### src/rtl/xcvr_pkg.sv
package xcvr_pkg;

   // Operation applied to a storage stage at one clk edge, in priority order
   typedef enum logic [1:0] {
      ST_HOLD = 2'd0,
      ST_PASS = 2'd1,
      ST_CLR  = 2'd2,
      ST_CAPT = 2'd3
   } store_op_e;

   // Decode the per-edge operation: pass > clear > capture > hold
   function automatic store_op_e pick_op(input logic le, input logic clr, input logic fall);
      if (le)        return ST_PASS;
      else if (clr)  return ST_CLR;
      else if (fall) return ST_CAPT;
      else           return ST_HOLD;
   endfunction

endpackage

### src/rtl/xcvr_fall_det.sv
module xcvr_fall_det (
   input  logic clk,
   input  logic rst_n,
   input  logic strobe,
   output logic fall
);

   logic prev_q;

   // previous strobe level, forced low in reset
   always_ff @(posedge clk or negedge rst_n) begin
      if (!rst_n) prev_q <= 1'b0;
      else        prev_q <= strobe;
   end

   assign fall = prev_q & ~strobe;

   // no edge is reported while reset is held
   assert_no_fall_in_rst_R10: assert property (@(posedge clk) !rst_n |-> !fall);

endmodule

### src/rtl/xcvr_store.sv
module xcvr_store
   import xcvr_pkg::*;
#(
   parameter int unsigned WIDTH   = 18,
   parameter bit          HAS_CLR = 1'b1
) (
   input  logic             clk,
   input  logic             rst_n,
   input  logic             le,
   input  logic             fall,
   input  logic             clr,
   input  logic [WIDTH-1:0] din,
   output logic [WIDTH-1:0] flow
);

   initial begin
      assert (WIDTH > 0) else $fatal(1, "xcvr_store: WIDTH must be positive");
   end

   logic             clr_eff;
   logic [WIDTH-1:0] q_r;
   store_op_e        op;

   generate
      if (HAS_CLR) begin : g_clr
         assign clr_eff = clr;
      end else begin : g_noclr
         logic unused_clr;
         assign unused_clr = clr;
         assign clr_eff    = 1'b0;
      end
   endgenerate

   assign op = pick_op(le, clr_eff, fall);

   // storage has no reset: contents start undefined by design
   always_ff @(posedge clk) begin
      unique case (op)
         ST_PASS: q_r <= din;
         ST_CLR:  q_r <= '0;
         ST_CAPT: q_r <= din;
         default: q_r <= q_r;
      endcase
   end

   // transparent bypass while le is high
   assign flow = le ? din : q_r;

   assert_pass_load_R2: assert property (@(posedge clk) disable iff (!rst_n)
      le |=> (q_r == $past(din)));
   assert_hold_R3: assert property (@(posedge clk) disable iff (!rst_n)
      (!le && !fall && !clr_eff) |=> $stable(q_r));
   assert_capture_R4: assert property (@(posedge clk) disable iff (!rst_n)
      (!le && fall && !clr_eff) |=> (q_r == $past(din)));
   assert_clear_R8: assert property (@(posedge clk) disable iff (!rst_n)
      (!le && clr_eff) |=> (q_r == '0));

endmodule

### src/rtl/xcvr_port_drv.sv
module xcvr_port_drv #(
   parameter int unsigned WIDTH      = 18,
   parameter bit          ACTIVE_LOW = 1'b0
) (
   input  logic             en_pin,
   input  logic [WIDTH-1:0] din,
   output logic [WIDTH-1:0] dout,
   output logic             oe
);

   initial begin
      assert (WIDTH > 0) else $fatal(1, "xcvr_port_drv: WIDTH must be positive");
   end

   generate
      if (ACTIVE_LOW) begin : g_low
         assign oe = ~en_pin;
      end else begin : g_high
         assign oe = en_pin;
      end
   endgenerate

   assign dout = oe ? din : '0;

endmodule

### src/rtl/xcvr_dir.sv
module xcvr_dir #(
   parameter int unsigned WIDTH         = 18,
   parameter bit          OE_ACTIVE_LOW = 1'b0,
   parameter bit          HAS_CLR       = 1'b1
) (
   input  logic             clk,
   input  logic             rst_n,
   input  logic             clr,
   input  logic             le,
   input  logic             strobe,
   input  logic             en_pin,
   input  logic [WIDTH-1:0] din,
   output logic [WIDTH-1:0] dout,
   output logic             oe
);

   logic             fall;
   logic [WIDTH-1:0] flow;

   xcvr_fall_det i_fall (
      .clk    (clk),
      .rst_n  (rst_n),
      .strobe (strobe),
      .fall   (fall)
   );

   xcvr_store #(.WIDTH(WIDTH), .HAS_CLR(HAS_CLR)) i_store (
      .clk   (clk),
      .rst_n (rst_n),
      .le    (le),
      .fall  (fall),
      .clr   (clr),
      .din   (din),
      .flow  (flow)
   );

   xcvr_port_drv #(.WIDTH(WIDTH), .ACTIVE_LOW(OE_ACTIVE_LOW)) i_drv (
      .en_pin (en_pin),
      .din    (flow),
      .dout   (dout),
      .oe     (oe)
   );

endmodule

### src/rtl/bidir_reg_xcvr.sv
module bidir_reg_xcvr #(
   parameter int unsigned WIDTH   = 18,
   parameter bit          HAS_CLR = 1'b1
) (
   input  logic             clk,
   input  logic             rst_n,
   input  logic             clr,
   input  logic [WIDTH-1:0] a_in,
   input  logic [WIDTH-1:0] b_in,
   input  logic             le_ab,
   input  logic             le_ba,
   input  logic             ck_ab,
   input  logic             ck_ba,
   input  logic             oe_ab,
   input  logic             oe_ba_n,
   output logic [WIDTH-1:0] a_out,
   output logic             a_oe,
   output logic [WIDTH-1:0] b_out,
   output logic             b_oe,
   output logic             contention
);

   initial begin
      assert (WIDTH > 0) else $fatal(1, "bidir_reg_xcvr: WIDTH must be positive");
   end

   // A to B: active-high enable
   xcvr_dir #(.WIDTH(WIDTH), .OE_ACTIVE_LOW(1'b0), .HAS_CLR(HAS_CLR)) i_ab (
      .clk    (clk),
      .rst_n  (rst_n),
      .clr    (clr),
      .le     (le_ab),
      .strobe (ck_ab),
      .en_pin (oe_ab),
      .din    (a_in),
      .dout   (b_out),
      .oe     (b_oe)
   );

   // B to A: active-low enable
   xcvr_dir #(.WIDTH(WIDTH), .OE_ACTIVE_LOW(1'b1), .HAS_CLR(HAS_CLR)) i_ba (
      .clk    (clk),
      .rst_n  (rst_n),
      .clr    (clr),
      .le     (le_ba),
      .strobe (ck_ba),
      .en_pin (oe_ba_n),
      .din    (b_in),
      .dout   (a_out),
      .oe     (a_oe)
   );

   assign contention = a_oe & b_oe;

   assert_b_off_R5: assert property (@(posedge clk)
      !oe_ab |-> (!b_oe && (b_out == '0)));
   assert_a_off_R6: assert property (@(posedge clk)
      oe_ba_n |-> (!a_oe && (a_out == '0)));
   assert_contend_R9: assert property (@(posedge clk)
      contention == (oe_ab && !oe_ba_n));
   assert_pass_b_R2: assert property (@(posedge clk)
      (le_ab && oe_ab) |-> (b_out == a_in));

endmodule

### config.mk
export PLATFORM = sky130hd
export DESIGN_NAME = bidir_reg_xcvr
export DESIGN_NICKNAME = d
export VERILOG_FILES = /design/src/rtl/xcvr_pkg.sv /design/src/rtl/xcvr_fall_det.sv /design/src/rtl/xcvr_store.sv /design/src/rtl/xcvr_port_drv.sv /design/src/rtl/xcvr_dir.sv /design/src/rtl/bidir_reg_xcvr.sv
export SDC_FILE = /design/constraint.sdc
export NUM_CORES = 1
export LEC_CHECK = 0
export CORE_UTILIZATION = 40
export CTS_CLUSTER_SIZE = 14
export DETAILED_ROUTE_END_ITERATION = 10
export GPL_TIMING_DRIVEN = 0
export PLACE_DENSITY = 0.76
export SLEW_MARGIN = 20
export SYNTH_ARGS = -nofsm -noshare
export SYNTH_HDL_FRONTEND = slang
export SYNTH_SLANG_ARGS = --single-unit
### constraint.sdc
create_clock -name clk -period 2.6 [get_ports clk]
set_clock_uncertainty 0.05 [all_clocks]
set_input_delay 0.65 -clock clk [delete_from_list [all_inputs] [get_ports clk]]
set_output_delay 0.65 -clock clk [all_outputs]
set_load 0.005 [all_outputs]
* Word-level counts from Yosys, hierarchy flattened
Cells that the tools add are included.
W data, S select, Z words.
** Cells by class
- Bitwise logic cells :: 6
- Eq/ne operators :: 6
- Reductions and logical operators :: 4
- Mux-type cells :: 12
** Operators with widths (count)
- $mux W18 :: 4
- $pmux W18 S2 :: 2
- $mux W2 :: 6
- $eq A2 B2 Y1 const B :: 4
- $eq A2 B1 Y1 const B :: 2
- $reduce_bool A2 Y1 :: 2
- $reduce_or A2 Y1 :: 2
- $and A1 B1 Y1 :: 3
- $not A1 Y1 :: 3
** Storage, ports and cells
- Bits of input ports :: 45
- Output and inout port bits :: 39
- Register bits after elaboration :: 38

* Longest topological paths before layout
- Word-level depth :: 8
- Mapped depth :: 5
- Gate-level depth less buffers :: 2

* Hierarchy
Synthesis repeated with hierarchy kept, for this count alone.
** Unflattened totals
- Cells, all modules :: 167
- Area total of the unflattened synthesis :: 2328.5 sq um
** Modules (own cells, without submodules)
- xcvr_store :: cells each 61, area each 980.9 sq um, instances 2, sequential area each 540.5 sq um
- xcvr_port_drv (i_ab.i_drv) :: cells each 20, area each 148.9 sq um, instances 1, sequential area each 0.0 sq um
- xcvr_port_drv (i_ba.i_drv) :: cells each 20, area each 133.9 sq um, instances 1, sequential area each 0.0 sq um
- xcvr_fall_det :: cells each 2, area each 38.8 sq um, instances 2, sequential area each 25.0 sq um
- bidir_reg_xcvr :: cells each 1, area each 6.3 sq um, instances 1, sequential area each 0.0 sq um

* Worst setup path after synthesis
No wires, ideal clock.
- Kind :: input -> register
- From :: input port ck_ab
- To :: register i_ab.i_store.q_r[0] (enable)
- Data arrival time :: 1.967 ns
- Library setup time :: 0.418 ns
- Slack :: 0.165 ns
- Stages on the path :: 1
- Data required time :: 2.132 ns
- Cell sequence :: o21ai_0
** Between the ends
- Longest elaborated chain between the ends :: 8
- Elaborated cells on any way between the ends :: 10
** Ends and longest elaborated chain
- start: declaration :: line bidir_reg_xcvr.sv:12 : input logic ck_ab,
- $not A1 Y1 * :: line xcvr_fall_det.sv:16 : assign fall = prev_q & ~strobe;
- $and A1 B1 Y1 * :: line xcvr_fall_det.sv:16
- $mux W2 * :: line xcvr_pkg.sv:15 : else if (fall) return ST_CAPT;
- $mux W2 * :: line xcvr_pkg.sv:14 : else if (clr) return ST_CLR;
- $mux W2 * :: line xcvr_pkg.sv:13 : if (le) return ST_PASS;
- $eq A2 B2 Y1 or $eq A2 B1 Y1 (tied branches) :: line xcvr_store.sv:38 : unique case (op)
- $reduce_or A2 Y1 (no line)
- $reduce_bool A2 Y1 (no line) *
- end signal: assignment :: line xcvr_store.sv:39 : ST_PASS: q_r <= din;
- end signal: assignment :: line xcvr_store.sv:41 : ST_CAPT: q_r <= din;
- end signal: assignment :: line xcvr_store.sv:42 : default: q_r <= q_r;
- end: declaration :: line xcvr_store.sv:21 : logic [WIDTH-1:0] q_r;
Every way passes the cells marked *; elsewhere a longest branch is shown, timed or not.
A chain may end at the register's enable or synchronous reset.

* Worst setup path in the final report
- From :: input port a_in[1]
- To :: output port b_out[1]
** Between the ends
- Longest elaborated chain between the ends :: 2
** Ends and longest elaborated chain
- start: declaration :: line bidir_reg_xcvr.sv:8 : input logic [WIDTH-1:0] a_in,
- $mux W18 :: line xcvr_store.sv:47 : assign flow = le ? din : q_r;
- $mux W18 :: line xcvr_port_drv.sv:23 : assign dout = oe ? din : '0;
- end: declaration :: line bidir_reg_xcvr.sv:18 : output logic [WIDTH-1:0] b_out,
Every way passes these cells.

==> impl_metrics.env <==
export IMPL_htree_num_levels=2
export IMPL_r2r_slack_ps=1290
export IMPL_io_buffers=80
export IMPL_cp_start_kind="input port"
export IMPL_grt_pass1_vias=1493
export IMPL_fin_ws_ps=32.3
export IMPL_path_max_fanout=2
export IMPL_grtUsageMet2_pct=28.8
export IMPL_fin_crit_ps=2570
export IMPL_ys_ff_latch=38
export IMPL_start_util_pct=41.3
export IMPL_yosys_area_top_type="edfxtp_1"
export IMPL_power_total_uw=1450
export IMPL_ys_warn_count=0
export IMPL_dp_slack_ps=-452
export IMPL_area_delta_synth_final_pct=48.5
export IMPL_io_pins=84
export IMPL_numCtsBuffers=5
export IMPL_reg2reg_depth=3
export IMPL_die_w_um=74.6
export IMPL_grt_ovfl_total=0
export IMPL_startpoint="a_in[1]"
export IMPL_die_area_sq_um=5570
export IMPL_ant_nets=0
export IMPL_fmaxAchievable_ghz=0.389
export IMPL_use_met3_pct=5.83
export IMPL_core_sq_um=5110
export IMPL_critical_path_class="input port to output port"
export IMPL_drt_initial_drc_count=68
export IMPL_synth_area_leaders="edfxtp_1 51%, mux2i_1 17%, o21a_1 13%"
export IMPL_track_usage_pct=17.7
export IMPL_dp_hpwl_um=3510
export IMPL_mostFrequentLayoutCells="71 x clkdlybuf4s50_1, 36 x mux2i_1, 36 x o21a_1, 36 x edfxtp_1, 20 x nor2_1"
export IMPL_routed_wl_um=4720
export IMPL_syn_avg_cell_area_sq_um=12.4
export IMPL_rows=26
export IMPL_grt_pass1_wl_um=7350
export IMPL_ys_seq_area_share_pct=53.6
export IMPL_syn_inst=170
export IMPL_max_slew_margin_pct=69.4
export IMPL_tightest_slew_ps=458
export IMPL_vias=1576
export IMPL_timing_final_max_slew_violations=0
export IMPL_status="complete, no violations"
export IMPL_ir_worst_vdd_v=0.000205
export IMPL_min_path_type="input port to async pin"
export IMPL_firstDrtPassIters=4
export IMPL_antennaDiodeCount=0
export IMPL_antenna_found_initial=0
export IMPL_cts_tree="yes"
export IMPL_end_kind="output port"
export IMPL_syn_area_sq_um=2110
export IMPL_insertion_delay_ps=280
export IMPL_die_y_um=74.6
export IMPL_ctsLongestPathBuffers=2
export IMPL_ys_types=13
export IMPL_endpoint="b_out[1]"
export IMPL_grt_use_met1_pct=23.1
export IMPL_busiest_layer="met2"
export IMPL_rr_endpoint="i_ba.i_store.q_r[14]$_SDFFCE_PN0P_"
export IMPL_grt_max_degree=15
export IMPL_powerDensity_nw_per_um2=462
export IMPL_drcViolationCount=0
export IMPL_fillers=444
export IMPL_p_leak_uw=0.00135
export IMPL_cap_viol_max_count=0
export IMPL_drive_above_1_share_pct=9.27
export IMPL_synth_top_cell_area_share_pct=51.3
export IMPL_cp_required_ps=1900
export IMPL_min_period_over_period_pct=98.8
export IMPL_wire_per_inst_um=14.3
export IMPL_final_common_cell="clkdlybuf4s50_1"
export IMPL_cp_arrival_ps=1870
export IMPL_rr_startpoint="i_ba.i_fall.prev_q$_DFF_PN0_"
export IMPL_fin_nets=304
export IMPL_holdBufCountCts=0
export IMPL_clock_root_buffer="clkbuf_8"
export IMPL_post_cts_buffers=0
export IMPL_clk_transition_reported_paths_ps=70
export IMPL_finalHoldViolCount=0
export IMPL_gp_congestion=0.681
export IMPL_cts_sinks=38
export IMPL_synthesis_nets=215
export IMPL_setup_viol=0
export IMPL_vias_per_cell=4.79
-- routing by layer --
metal / vias up / wire, um
li1: 788 / -
met1: 719 / 2200
met2: 64 / 2140
met3: 5 / 337
met4: 0 / 36
met5: - / 0
-- what timing repair did --
action	in CTS	in global routing
endpoints found under the setup margin	20	12
resized for setup	4	10
pin swaps	0	0
cloned	0	0
-- through the flow --
step | std cells | utilization [%] | TNS, ps | hold WS, ps | instance area [sq um]
final | 329 | 61.3 | 0 | 466 | 3130
after global routing | 329 | 61.3 | -21.6 | 459 | 3130
after CTS | 329 | 60.9 | 0 | 464 | 3110
after detailed placement | 322 | 59.3 | -5810 | 693 | 3030
after global placement | 320 | 58.7 | -38000 | 775 | 3000
after floorplan | 170 | - | 0 | 304 | 2110
-- worst min-delay path by stage --
stage,end,slack [ps],depth (start not counted)
floorplan,i_ab.i_fall.prev_q$_DFF_PN0_,300,0
detailed placement,i_ba.i_store.q_r[14]$_SDFFCE_PN0P_,690,2
global placement,i_ab.i_fall.prev_q$_DFF_PN0_,780,1
global route,i_ba.i_fall.prev_q$_DFF_PN0_,460,1
finish,i_ba.i_fall.prev_q$_DFF_PN0_,470,1
CTS,i_ba.i_fall.prev_q$_DFF_PN0_,460,1
-- logic make-up (layout without fill, tap and decap cells) --
group,Yosys count,count (layout),share of synthesized area [%]
simple gates,41,41,11.0
compound gates,38,38,13.3
flops,38,38,53.7
mux,36,36,17.1
buf+inv,17,106,4.98
-- report_power, final --
| group | internal, uW | switching [uW] | total, uW |
|---|---|---|---|
| sequential | 728 | 15.1 | 743 |
| combinational | 198 | 126 | 324 |
| clock | 185 | 194 | 379 |
-- area by class of cell --
| type | instances | area, sq um | share of cell area, % |
|---|---|---|---|
| flip-flops and latches | 38 | 1130 | 36.1 |
| multi-input cells | 115 | 880 | 28.1 |
| repair buffers | 82 | 848 | 27.1 |
| plain buffers | 14 | 97.6 | 3.12 |
| well taps | 70 | 87.6 | 2.80 |
| clock buffers | 7 | 76.3 | 2.44 |
| inverters | 3 | 11.3 | 0.360 |
-- synth_stat cells, drive strengths merged --
cell,count
inv,3
o21ai,2
edfxtp,36
dfrtp,2
nor2b,19
nor2,20
o21a,36
buf,11
mux2i,36
nor3b,2
clkbuf,3
-- worst max-delay path: stages --
cell and delay [ps]:
clkdlybuf4s50_1 500, mux2i_1 80, nor2b_1 110, clkdlybuf4s50_1 520
-- state kept, by name (all words and copies together) (netlist names) --
| register | cells |
|---|---|
| i_ba.i_store.q_r | 18 |
| i_ab.i_fall.prev_q | 1 |
| i_ab.i_store.q_r | 18 |
| i_ba.i_fall.prev_q | 1 |
Power figures use the tool's default switching activity.
